--- config.mk ---
export PLATFORM = sky130hd
export DESIGN_NAME = irq_cause_ctrl
export DESIGN_NICKNAME = d
export VERILOG_FILES = /design/src/rtl/irq_ctrl_pkg.sv /design/src/rtl/irq_cause_reg.sv /design/src/rtl/irq_summary.sv /design/src/rtl/irq_prio_enc.sv /design/src/rtl/irq_cause_ctrl.sv
export SDC_FILE = /design/constraint.sdc
export NUM_CORES = 1
export LEC_CHECK = 0
export ABC_AREA = 1
export CAP_MARGIN = 25
export CORE_AREA = 2 2 77 79
export DETAILED_ROUTE_END_ITERATION = 7
export DIE_AREA = 0 0 79 81
export DONT_BUFFER_PORTS = 1
export PLACE_DENSITY = 0.83
export SLEW_MARGIN = 20
export SYNTH_ARGS = -nofsm -noshare
export SYNTH_HDL_FRONTEND = slang
export SYNTH_SLANG_ARGS = --single-unit
--- constraint.sdc ---
create_clock -name clk_i -period 4.7 [get_ports clk_i]
set_clock_uncertainty 0.05 [all_clocks]
set_input_delay 0.705 -clock clk_i [delete_from_list [all_inputs] [get_ports clk_i]]
set_output_delay 0.705 -clock clk_i [all_outputs]
set_load 0.01 [all_outputs]
--- src/rtl/irq_ctrl_pkg.sv ---
package irq_ctrl_pkg;
  localparam int REG_W  = 32;
  localparam int NSRC   = 29;          // cause bits 1..29
  localparam int ID_W   = $clog2(NSRC + 1);
  // summary groups (bit positions are behaviour)
  localparam logic [REG_W-1:0] GRP_ALL = 32'h3FFF_FFFE; // 29..1
  localparam logic [REG_W-1:0] GRP_HI  = 32'h3C1F_FFFE; // 29..26, 20..1
  localparam logic [REG_W-1:0] GRP_LO  = 32'h03FF_FFFE; // 25..1
endpackage

--- src/rtl/irq_cause_reg.sv ---
module irq_cause_reg #(
  parameter int N = 29
) (
  input  logic         clk_i,
  input  logic         rst_ni,
  input  logic [N-1:0] src_i,
  input  logic         wr_i,
  input  logic [N-1:0] wdata_i,
  output logic [N-1:0] cause_o
);
  logic [N-1:0] cause_q;

  always_ff @(posedge clk_i or negedge rst_ni) begin
    if (!rst_ni) cause_q <= '0;
    else begin
      for (int k = 0; k < N; k++) begin
        if (src_i[k])                 cause_q[k] <= 1'b1;  // set wins
        else if (wr_i && !wdata_i[k]) cause_q[k] <= 1'b0;
      end
    end
  end

  assign cause_o = cause_q;


  src_set_chk: assert property (@(posedge clk_i) disable iff (!rst_ni)
    (|src_i) |=> ((cause_o & $past(src_i)) == $past(src_i)));

  zero_clr_chk: assert property (@(posedge clk_i) disable iff (!rst_ni)
    wr_i |=> ((cause_o & $past(~wdata_i & ~src_i)) == '0));
endmodule

--- src/rtl/irq_summary.sv ---
module irq_summary
  import irq_ctrl_pkg::*;
(
  input  logic [REG_W-1:0] raw_i,
  output logic             any_o,
  output logic             hi_o,
  output logic             lo_o
);
  assign any_o = |(raw_i & GRP_ALL);
  assign hi_o  = |(raw_i & GRP_HI);
  assign lo_o  = |(raw_i & GRP_LO);
endmodule

--- src/rtl/irq_prio_enc.sv ---
module irq_prio_enc #(
  parameter int W   = 29,
  parameter int IDX_W = $clog2(W)
) (
  input  logic [W-1:0]     vec_i,
  output logic [IDX_W-1:0] idx_o,
  output logic             valid_o
);
  always_comb begin
    idx_o   = '0;
    valid_o = 1'b0;
    for (int k = W - 1; k >= 0; k--) begin
      if (vec_i[k]) begin
        idx_o   = IDX_W'(k);
        valid_o = 1'b1;
      end
    end
  end
endmodule

--- src/rtl/irq_cause_ctrl.sv ---
module irq_cause_ctrl
  import irq_ctrl_pkg::*;
#(
  parameter int              ADDR_W     = 8,
  parameter logic [ADDR_W-1:0] CAUSE_ADDR = 8'h00,
  parameter logic [ADDR_W-1:0] MASK_ADDR  = 8'h04
) (
  input  logic              clk_i,
  input  logic              rst_ni,
  input  logic [NSRC-1:0]   src_i,
  input  logic [ADDR_W-1:0] addr_i,
  input  logic              we_i,
  input  logic [REG_W-1:0]  wdata_i,
  output logic [REG_W-1:0]  rdata_o,
  output logic              irq_o,
  output logic [ID_W-1:0]   src_id_o,
  output logic              spurious_o
);
  localparam int IDX_W = $clog2(NSRC);

  logic [NSRC-1:0]  cause, mask_q, pend;
  logic [REG_W-1:0] raw;
  logic             s_any, s_hi, s_lo;
  logic [IDX_W-1:0] idx;
  logic             hit, irq_q;
  logic             cause_wr, mask_wr;
  logic             unused_wbits;

  assign cause_wr     = we_i && (addr_i == CAUSE_ADDR);
  assign mask_wr      = we_i && (addr_i == MASK_ADDR);
  assign unused_wbits = ^{wdata_i[31:30], wdata_i[0]};

  irq_cause_reg #(.N(NSRC)) u_cause (
    .clk_i   (clk_i),
    .rst_ni  (rst_ni),
    .src_i   (src_i),
    .wr_i    (cause_wr),
    .wdata_i (wdata_i[NSRC:1]),
    .cause_o (cause)
  );

  always_ff @(posedge clk_i or negedge rst_ni) begin
    if (!rst_ni)      mask_q <= '0;
    else if (mask_wr) mask_q <= wdata_i[NSRC:1];
  end

  assign raw = {2'b00, cause, 1'b0};

  irq_summary u_sum (
    .raw_i (raw),
    .any_o (s_any),
    .hi_o  (s_hi),
    .lo_o  (s_lo)
  );

  assign pend = cause & mask_q;

  irq_prio_enc #(.W(NSRC), .IDX_W(IDX_W)) u_enc (
    .vec_i   (pend),
    .idx_o   (idx),
    .valid_o (hit)
  );

  assign src_id_o   = hit ? ID_W'(idx) + ID_W'(1) : '0;
  assign spurious_o = !hit;

  always_ff @(posedge clk_i or negedge rst_ni) begin
    if (!rst_ni) irq_q <= 1'b0;
    else         irq_q <= |pend;
  end
  assign irq_o = irq_q;

  always_comb begin
    rdata_o = '0;
    if (addr_i == CAUSE_ADDR)     rdata_o = {s_lo, s_hi, cause, s_any};
    else if (addr_i == MASK_ADDR) rdata_o = {2'b00, mask_q, 1'b0};
  end


  irq_lag_chk: assert property (@(posedge clk_i) disable iff (!rst_ni)
    ((cause & mask_q) != '0) |=> irq_o);

  irq_low_chk: assert property (@(posedge clk_i) disable iff (!rst_ni)
    ((cause & mask_q) == '0) |=> !irq_o);

  id_pend_chk: assert property (@(posedge clk_i) disable iff (!rst_ni)
    !spurious_o |-> (cause[src_id_o - 1] && mask_q[src_id_o - 1]));

  id_lowest_chk: assert property (@(posedge clk_i) disable iff (!rst_ni)
    !spurious_o |-> ((cause & mask_q & ((NSRC'(1) << (src_id_o - 1)) - NSRC'(1))) == '0));

  spur_id_chk: assert property (@(posedge clk_i) disable iff (!rst_ni)
    spurious_o |-> (src_id_o == '0 && (cause & mask_q) == '0));
endmodule

==> run_results.csv, run 1 <==
group,metric,value,unit
timing,finalCriticalPeriod,3695,ps
floorplanning,io_pins,111,
worst_setup_path,cp_num_buf_inv,0,
detailed_routing,ant_nets,0,
detailed_routing,drt_first_pass_iters,4,
timing,slew_violations,0,
worst_setup_path,slowest_delay,420,ps
worst_setup_path,critical_path.max_fanout,3,
clock_tree,cts_resized,0,
worst_setup_path,critPathArrivalTime,2940,ps
clock_tree,numCtsBuffers,9,
run_status,outcome,"finished clean",
worst_hold_path,hold_path.class,"input port to async pin",
placement,hpwl,5539,µm
yosys,synth_fp_nets,496,
yosys,avgSynthCellArea,7.563,µm²
power_and_ir_drop,p_per_area,279.3,mW/mm²
cells_and_area,fin_nets,496,
floorplanning,die_y,81,µm
clock_tree,clock_path_buffers,2,
grt,grt_max_degree,60,
timing,fmax,0.2706,GHz
placement,gp_congestion,0.8303,
worst_setup_path,worstSetupPathType,"flip-flop to output pin",
floorplanning,core_region_area,0.005675,mm²
timing,fin_crit_sh,78.62,%
yosys,synth_warnings,0,
timing,tns,0,ps
yosys,ys_seq_elements,59,
floorplanning,die_area,0.006399,mm²
detailed_routing,drtIter0Drc,158,
yosys,synth_top_area_share,46.15,%
clock_tree,clock_latency,330,ps
grt,grt_pass1_wl,12010,µm
worst_setup_path,cp_slowest_cell,"o31ai_1",
worst_setup_path,worstSetupStartpointType,"flip-flop",
yosys,syn_area,0.003199,mm²
cells_and_area,fin_util,60.56,%
worst_setup_path,critical_path.top_delay_family,"simple AND/OR/NAND/NOR gates",
worst_setup_path,path_common_cell,"nand2_1",
cells_and_area,diodes,0,
cells_and_area,drive_above_1_share,7.963,%
clock_tree,htreeDepth,3,
power_and_ir_drop,p_clk_share,40.3,%
detailed_routing,viasPerCell,5.468,
detailed_routing,drc,0,
placement,port_buffers,0,
clock_tree,cts_tree,"done",
power_and_ir_drop,pwr-share-comb,4.7,%
detailed_routing,avgRoutedWirePerCell,15.23,µm
yosys,yosysTopAreaCell,"dfrtp_1",
timing,hold_violations,0,
yosys,ys_seq_area_share,46.15,%
power_and_ir_drop,seq_power_share,55.0,%
clock_tree,clkSinkCount,59,
grt,grt_pass1_vias,2609,
power_and_ir_drop,swShare,22.96,%
yosys,yosys-top-cells-area,"dfrtp_1, nor2_1, nand2_1",
floorplanning,floorplan.rows,28,
clock_tree,cts_root_buf,"clkbuf_8",
worst_setup_path,cp.required,3940,ps
floorplanning,start_util,56.37,%
worst_setup_path,cp-end-kind,"output pin",
cells_and_area,stdcell_area,0.003437,mm²
floorplanning,die_x,79,µm
detailed_routing,drt-total-wl,7643,µm
yosys,synthMostInstantiatedCell,"nor2_1",
timing,slew_headroom,54.85,%
worst_setup_path,rrSetupSlack,3370,ps
timing,grt_setup_unrepaired,"false",
clock_tree,clkTransAtPathRegs,70,ps
grt,grt_overflow,0,
yosys,synth.distinct_cells,22,
timing,worst_slew_pin_slew,674.9,ps
power_and_ir_drop,p_int,0.7395,mW
yosys,netlist_top_cells_count,"nor2_1, nand2_1, inv_1",
grt,grt_use_total,24.46,%
grt,antenna_found_initial,0,
timing,fin_ws,1005,ps
placement,placed_cell_area,0.003267,mm²
placement,dp_slack,1318,ps
cells_and_area,syn_to_final_growth,7.431,%
yosys,synth-edff-count,0,
job,drv_cap,0,
detailed_routing,vias,2745,
power_and_ir_drop,leakagePower,1.974,nW
timing,setup_viol,0,
power_and_ir_drop,p_sw,0.2205,mW
yosys,synthCells,423,
yosys,synthFlopType,"dfrtp_1",
yosys,async_reset_ff_share,100.0,%
power_and_ir_drop,ir_worst_vdd,0.1625,mV
==> cell families after synthesis <==
| logic type | share of synthesized area [%] |
|---|---|
| buffers and inverters | 9.503 |
| flip-flops | 46.15 |
| AO/OA/AOI/OAI | 19.08 |
| AND/OR/NAND/NOR | 24.87 |
| adder cells (fa/ha/maj) | 0.3910 |
==> registers in the layout (all words and copies together), names as in the netlist <==
register         count
mask_q              29
u_cause.cause_o     29
irq_o                1
==> worst paths after layout <==
| check | from | to | cells past startpoint |
|---|---|---|---|
| setup / recovery | u_cause.cause_o[26]$_DFFE_PN0P_ | src_id_o[4] | 30 |
| hold / removal | rst_ni | u_cause.cause_o[13]$_DFFE_PN0P_ | 0 |
| setup reg to reg | u_cause.cause_o[14]$_DFFE_PN0P_ | irq_o$_DFF_PN0_ | 6 |
| hold reg to reg | mask_q[28]$_DFFE_PN0P_ | mask_q[28]$_DFFE_PN0P_ | 2 |
| max in group asynchronous | rst_ni | u_cause.cause_o[10]$_DFFE_PN0P_ | 1 |
| min in group clk_i | src_i[11] | u_cause.cause_o[11]$_DFFE_PN0P_ | 1 |
==> layout make-up <==
type                       count  area [µm²]
clock buffer                  12       145.1
multi-input combinational    283        1426
sequential                    59        1476
inverter                      66       247.7
tap                           75       93.84
fill                         521        2238
clock inverter                 3       15.01
timing repair buffer           4       32.53
==> cell usage in the layout, fill, tap and decap left out <==
cell and count:
nor4_1 4, o21bai_1 30, nand4_1 5, clkinv_2 3, nand2_4 6, dlygate4sd3_1 1
nand3_1 5, nand2_1 72, nor3_1 2, ha_1 1, buf_4 3, a21oi_1 30
clkbuf_8 10, o22ai_1 29, nand3_2 1, clkbuf_1 2, a21boi_2 1, o221ai_1 1
a31oi_1 3, or2_1 1, o31ai_1 2, nand2_2 7, nor2_1 82, inv_2 3
inv_1 63, and3_1 1, dfrtp_1 59
==> stage by stage <==
step	hold WS (ps)	total power, mW	cells
after detailed placement	360.7	0.5811	486
after CTS	3.328	0.9678	501
after global routing	1.299	0.9952	502
final	16.07	0.9600	502
after global placement	361.3	0.5793	486
after floorplan	359.4	0.5727	423
==> layer usage <==
| layer | routed length, µm | part of all wire, % | vias to the layer above | GRT usage, % |
|---|---|---|---|---|
| met5 | 0 | 0 | - | 0 |
| met4 | 130 | 1.7 | 0 | 9.310 |
| met3 | 583 | 7.6 | 12 | 6.667 |
| met2 | 3601 | 47 | 105 | 40.17 |
| met1 | 3328 | 44 | 1264 | 31.11 |
| li1 | - | - | 1364 | - |
==> repair_timing <==
item                       in CTS  in global routing
hold buffers                    0                  1
buffers inserted                0                  0
setup endpoints to repair       0                  0
hold endpoints to repair        0                  6
==> power groups by stage <==
stage	Sequential (mW)	Combinational, mW	Clock [mW]
after floorplan	0.536	0.0370	0
after global placement	0.537	0.0427	0
after detailed placement	0.537	0.0438	0
after CTS	0.528	0.0440	0.396
after global routing	0.529	0.0526	0.414
final	0.528	0.0452	0.387
Note: power is estimated with default switching activity, not from simulation.
==> run 2, diff against run 1 <==
Clock period 4.7 ns to 3.42 ns, I/O delays scaled along.
==> run_results.csv, run 2 (synthesis gave the netlist of run 1 again) <==
group,metric,value,unit
run_status,violations,"setup timing",
clock_tree,clkTransAtPathRegs,70,ps
worst_setup_path,cp.required,2860,ps
worst_setup_path,cp-end-kind,"output pin",
floorplanning,start_util,56.37,%
detailed_routing,avgRoutedWirePerCell,15.06,µm
clock_tree,clock_latency,350,ps
grt,grt_pass1_wl,13110,µm
power_and_ir_drop,p_int,1.014,mW
worst_setup_path,critPathArrivalTime,2890,ps
worst_setup_path,startpoint,"mask_q[26]$_DFFE_PN0P_",
clock_tree,htreeDepth,3,
power_and_ir_drop,p_sw,0.3648,mW
clock_tree,numCtsBuffers,9,
cells_and_area,final_cells,545,
placement,placed_cells,521,
grt,grt_use_total,26.89,%
clock_tree,cts_root_buf,"clkbuf_8",
worst_setup_path,worstSetupPathType,"flip-flop to output pin",
job,drv_cap,0,
floorplanning,io_pins,111,
timing,finalCriticalPeriod,3457,ps
worst_setup_path,timing.rr.end,"irq_o$_DFF_PN0_",
worst_setup_path,slowest_delay,380,ps
power_and_ir_drop,leakagePower,2.208,nW
timing,grt_setup_unrepaired,"true",
clock_tree,cts_tree,"done",
worst_hold_path,hold_path.class,"input port to flip-flop",
floorplanning,floorplan.rows,28,
cells_and_area,drive_above_1_share,18.12,%
worst_setup_path,critical_path.max_fanout,3,
placement,port_buffers,0,
cells_and_area,syn_to_final_growth,19.83,%
power_and_ir_drop,seq_power_share,52.6,%
cells_and_area,final_cell_mix,"nor2_1, nand2_1, inv_1",
placement,hpwl,5966,µm
worst_setup_path,cp_slowest_cell,"dfrtp_1",
cells_and_area,fin_nets,537,
detailed_routing,ant_nets,0,
detailed_routing,drtIter0Drc,152,
placement,dp_slack,269.0,ps
cells_and_area,final_common_cell,"nor2_1",
power_and_ir_drop,p_per_area,359.7,mW/mm²
power_and_ir_drop,pwr-share-comb,6.2,%
detailed_routing,drc,0,
detailed_routing,viasPerCell,5.435,
clock_tree,clkSinkCount,59,
worst_setup_path,endpoint,"src_id_o[4]",
power_and_ir_drop,ir_worst_vdd,0.2818,mV
floorplanning,core_region_area,0.005675,mm²
floorplanning,die_area,0.006399,mm²
timing,hold_violations,0,
floorplanning,die_x,79,µm
timing,fin_ws,-36.76,ps
power_and_ir_drop,swShare,26.46,%
power_and_ir_drop,p_clk_share,41.2,%
floorplanning,die_y,81,µm
worst_setup_path,rrSetupSlack,1940,ps
placement,gp_congestion,0.8361,
detailed_routing,drt_first_pass_iters,4,
detailed_routing,vias,2962,
timing,fmax,0.2893,GHz
grt,grt_max_degree,60,
worst_setup_path,ff2ff_path_depth,6,
timing,slew_headroom,56.42,%
grt,grt_overflow,0,
timing,setup_viol,1,
worst_setup_path,worstSetupStartpointType,"flip-flop",
clock_tree,clock_path_buffers,2,
worst_setup_path,path_common_cell,"nand2_1",
detailed_routing,drt-total-wl,8208,µm
timing,worst_slew_pin_slew,647.8,ps
grt,antenna_found_initial,1,
run_status,outcome,"finished with violations",
timing,slew_violations,0,
grt,grt_pass1_vias,2878,
worst_setup_path,reg2reg_from,"mask_q[8]$_DFFE_PN0P_",
timing,fin_crit_sh,101.1,%
[run 2: cell types whose count changed in the layout (fill, tap and decap cells not counted), moves of 2 or more]
cell / change
clkinv_4: +2
clkbuf_1: -2
clkinvlp_4: +3
clkinv_2: -2
buf_4: +40
nor2_1: -2
[run 2: how the worst min path moves through the flow]
stage / from / to / slack (ps) / cells past startpoint
floorplan: rst_ni / irq_o$_DFF_PN0_ / 170 / 0
global route: src_i[19] / u_cause.cause_o[19]$_DFFE_PN0P_ / 210 / 1
finish: src_i[23] / u_cause.cause_o[23]$_DFFE_PN0P_ / 230 / 1
CTS: src_i[19] / u_cause.cause_o[19]$_DFFE_PN0P_ / 210 / 1
detailed placement: rst_ni / mask_q[10]$_DFFE_PN0P_ / 170 / 0
global placement: rst_ni / mask_q[10]$_DFFE_PN0P_ / 170 / 0
[run 2: power by group through the flow]
stage	logic, mW	clock network [mW]	registers, mW
floorplan	0.0508	0	0.736
global placement	0.0620	0	0.737
detailed placement	0.0639	0	0.739
CTS	0.0835	0.581	0.725
global route	0.0970	0.610	0.727
finish	0.0861	0.568	0.725
[run 2: repair_timing]
action                                  CTS  global route
setup buffers                             2             3
resized for setup                         3             9
endpoints found under the setup margin    1             3
pin swaps                                 2             7
endpoints found under the hold margin    59             0
hold buffers                              2             0
gates cloned                              0             0
[run 2: worst max-delay path: cells and delay by family (launching register included)]
family,cells,cell delay (ps)
adder cells (fa/ha/maj),1,170
AND/OR/NAND/NOR,27,1430
flip-flops,1,380
buffers and inverters,1,150
AO/OA/AOI/OAI,3,400
[run 2: per-stage QoR]
stage	total power [mW]	utilization [%]	TNS, ps	instance area, µm²	hold slack, ps
finish	1.379	67.55	-36.76	3834	225.2
global route	1.433	67.55	-659.7	3834	208.8
CTS	1.390	66.40	-109.1	3769	208.5
detailed placement	0.8026	62.15	0	3527	168.6
global placement	0.7995	62.15	0	3527	169.3
floorplan	0.7870	-	0	3199	167.4
[run 2: final cells by class]
class                   count  area (µm²)
diodes                      1       2.502
clock buffers               9       123.9
clock inverters             7       53.80
fillers                   473        1842
inverters                  66       247.7
multi-input cells         283        1475
flip-flops and latches     59        1476
well taps                  75       93.84
repair buffers             45       360.3
[run 2: layer usage]
metal | GRT usage [%] | up-vias | wire (µm)
met5 | 0 | - | 0
li1 | - | 1446 | -
met1 | 31.93 | 1405 | 3445
met4 | 10.00 | 0 | 108
met2 | 46.44 | 102 | 4089
met3 | 8.000 | 9 | 565
==> run 3, diff against run 2 <==
Settings changed: PLACE_DENSITY 0.83 to 0.82.
==> run_results.csv, run 3 (synthesis gave the netlist of run 1 again) <==
group,metric,value,unit
worst_setup_path,cp_num_buf_inv,1,
timing,finalCriticalPeriod,3461,ps
cells_and_area,final_cell_mix,"nor2_1, nand2_1, inv_1",
cells_and_area,fill_cells,459,
floorplanning,die_y,81,µm
cells_and_area,syn_to_final_growth,22.02,%
worst_setup_path,rrSetupSlack,1970,ps
clock_tree,clkSinkCount,59,
worst_setup_path,ff2ff_path_depth,6,
worst_hold_path,min_to,"u_cause.cause_o[23]$_DFFE_PN0P_",
timing,worst_slew_pin_slew,661.2,ps
worst_setup_path,cp-end-kind,"output pin",
floorplanning,die_x,79,µm
run_status,violations,"setup timing",
detailed_routing,ant_nets,0,
detailed_routing,drc,0,
placement,hpwl,6024,µm
worst_hold_path,min_delay_path_depth,1,
cells_and_area,fin_nets,540,
worst_setup_path,critPathArrivalTime,2900,ps
cells_and_area,final_cells,548,
worst_setup_path,worstSetupStartpointType,"flip-flop",
worst_setup_path,reg2reg_from,"u_cause.cause_o[1]$_DFFE_PN0P_",
detailed_routing,drt_first_pass_iters,4,
timing,hold_violations,0,
timing,fin_ws,-41.34,ps
detailed_routing,drt-total-wl,8471,µm
grt,grt_max_degree,60,
placement,dp_slack,260.5,ps
detailed_routing,vias,2990,
placement,gp_congestion,0.8265,
floorplanning,die_area,0.006399,mm²
power_and_ir_drop,ir_worst_vdd,0.3434,mV
timing,slew_headroom,55.52,%
timing,fin_crit_sh,101.2,%
floorplanning,io_pins,111,
clock_tree,clock_path_buffers,2,
grt,grt_use_total,27.60,%
power_and_ir_drop,p_clk_share,46.9,%
clock_tree,htreeDepth,3,
placement,placed_cells,521,
timing,fmax,0.2889,GHz
grt,grt_pass1_wl,13450,µm
floorplanning,core_region_area,0.005675,mm²
worst_setup_path,critical_path.max_fanout,3,
placement,port_buffers,0,
power_and_ir_drop,pwr-share-comb,5.7,%
power_and_ir_drop,swShare,23.92,%
cells_and_area,fin_util,68.78,%
clock_tree,numCtsBuffers,9,
worst_hold_path,hold_path.class,"input port to flip-flop",
clock_tree,cts_root_buf,"clkbuf_8",
worst_setup_path,worstSetupPathType,"flip-flop to output pin",
floorplanning,start_util,56.37,%
timing,tns,-41.34,ps
cells_and_area,multi_input_area,0.001475,mm²
timing,setup_viol,1,
detailed_routing,viasPerCell,5.456,
timing,slew_violations,0,
timing,grt_setup_unrepaired,"true",
clock_tree,cts_tree,"done",
clock_tree,clkTransAtPathRegs,80,ps
worst_setup_path,cp_slowest_cell,"dfrtp_1",
cells_and_area,final-seq-area,0.001476,mm²
grt,antenna_found_initial,1,
worst_setup_path,critical_path.top_delay_family,"simple AND/OR/NAND/NOR gates",
worst_setup_path,timing.rr.end,"irq_o$_DFF_PN0_",
power_and_ir_drop,seq_power_share,47.4,%
grt,grt_overflow,0,
grt,grt_pass1_vias,2957,
floorplanning,floorplan.rows,28,
power_and_ir_drop,leakagePower,2.246,nW
worst_setup_path,path_common_cell,"nand2_1",
power_and_ir_drop,p_sw,0.3663,mW
clock_tree,clock_latency,340,ps
worst_setup_path,cp.required,2860,ps
detailed_routing,avgRoutedWirePerCell,15.46,µm
job,drv_cap,0,
power_and_ir_drop,p_int,1.165,mW
worst_setup_path,slowest_delay,400,ps
power_and_ir_drop,p_per_area,392.2,mW/mm²
run_status,outcome,"finished with violations",
cells_and_area,drive_above_1_share,18.64,%
cells_and_area,final_common_cell,"nor2_1",
worst_hold_path,hold_path.startpoint,"src_i[23]",
detailed_routing,drtIter0Drc,179,
run 3: timing repair:
item                       4_1_cts  5_1_grt
resized for setup                4        8
setup buffers                    5        3
pin swaps                        4        4
hold endpoints to repair        59        0
hold buffers                     2        0
setup endpoints to repair        1        3
run 3: cell type report:
type                       instances  area share, %
antenna                            1        0.06410
clock buffer                       9          3.173
clock inverter                     7          2.596
inverter                          66          6.346
multi-input combinational        283          37.79
sequential                        59          37.82
tap                               75          2.404
timing repair buffer              48          9.808
run 3: worst max path at each step:
| stage | from | end | depth (start not counted) |
|---|---|---|---|
| after floorplan | u_cause.cause_o[26]$_DFFE_PN0P_ | src_id_o[4] | 30 |
| after global placement | u_cause.cause_o[27]$_DFFE_PN0P_ | src_id_o[4] | 32 |
| after detailed placement | u_cause.cause_o[26]$_DFFE_PN0P_ | src_id_o[4] | 31 |
| after CTS | u_cause.cause_o[26]$_DFFE_PN0P_ | src_id_o[4] | 32 |
| after global routing | mask_q[27]$_DFFE_PN0P_ | src_id_o[4] | 33 |
| final | u_cause.cause_o[26]$_DFFE_PN0P_ | src_id_o[4] | 32 |
run 3: power by group through the flow:
stage                     combinational [mW]  sequential (mW)  clock, mW
after floorplan                       0.0508            0.736          0
after global placement                0.0616            0.738          0
after detailed placement              0.0640            0.739          0
after CTS                             0.0859            0.725      0.727
after global routing                  0.0989            0.727      0.763
final                                 0.0878            0.726      0.718
run 3: layer usage:
metal	vias up	track usage [%]	part of all wire [%]
li1	1457	-	-
met1	1405	31.24	39
met2	113	48.22	51
met3	15	9.889	8.3
met4	0	10.17	1.9
met5	-	0	0
run 3: metrics by stage:
step	hold slack, ps	area, µm²	power (mW)
finish	228.3	3904	1.531
global route	211.0	3904	1.589
floorplan	167.4	3199	0.7870
detailed placement	168.9	3527	0.8027
global placement	169.1	3527	0.7991
CTS	216.8	3844	1.538
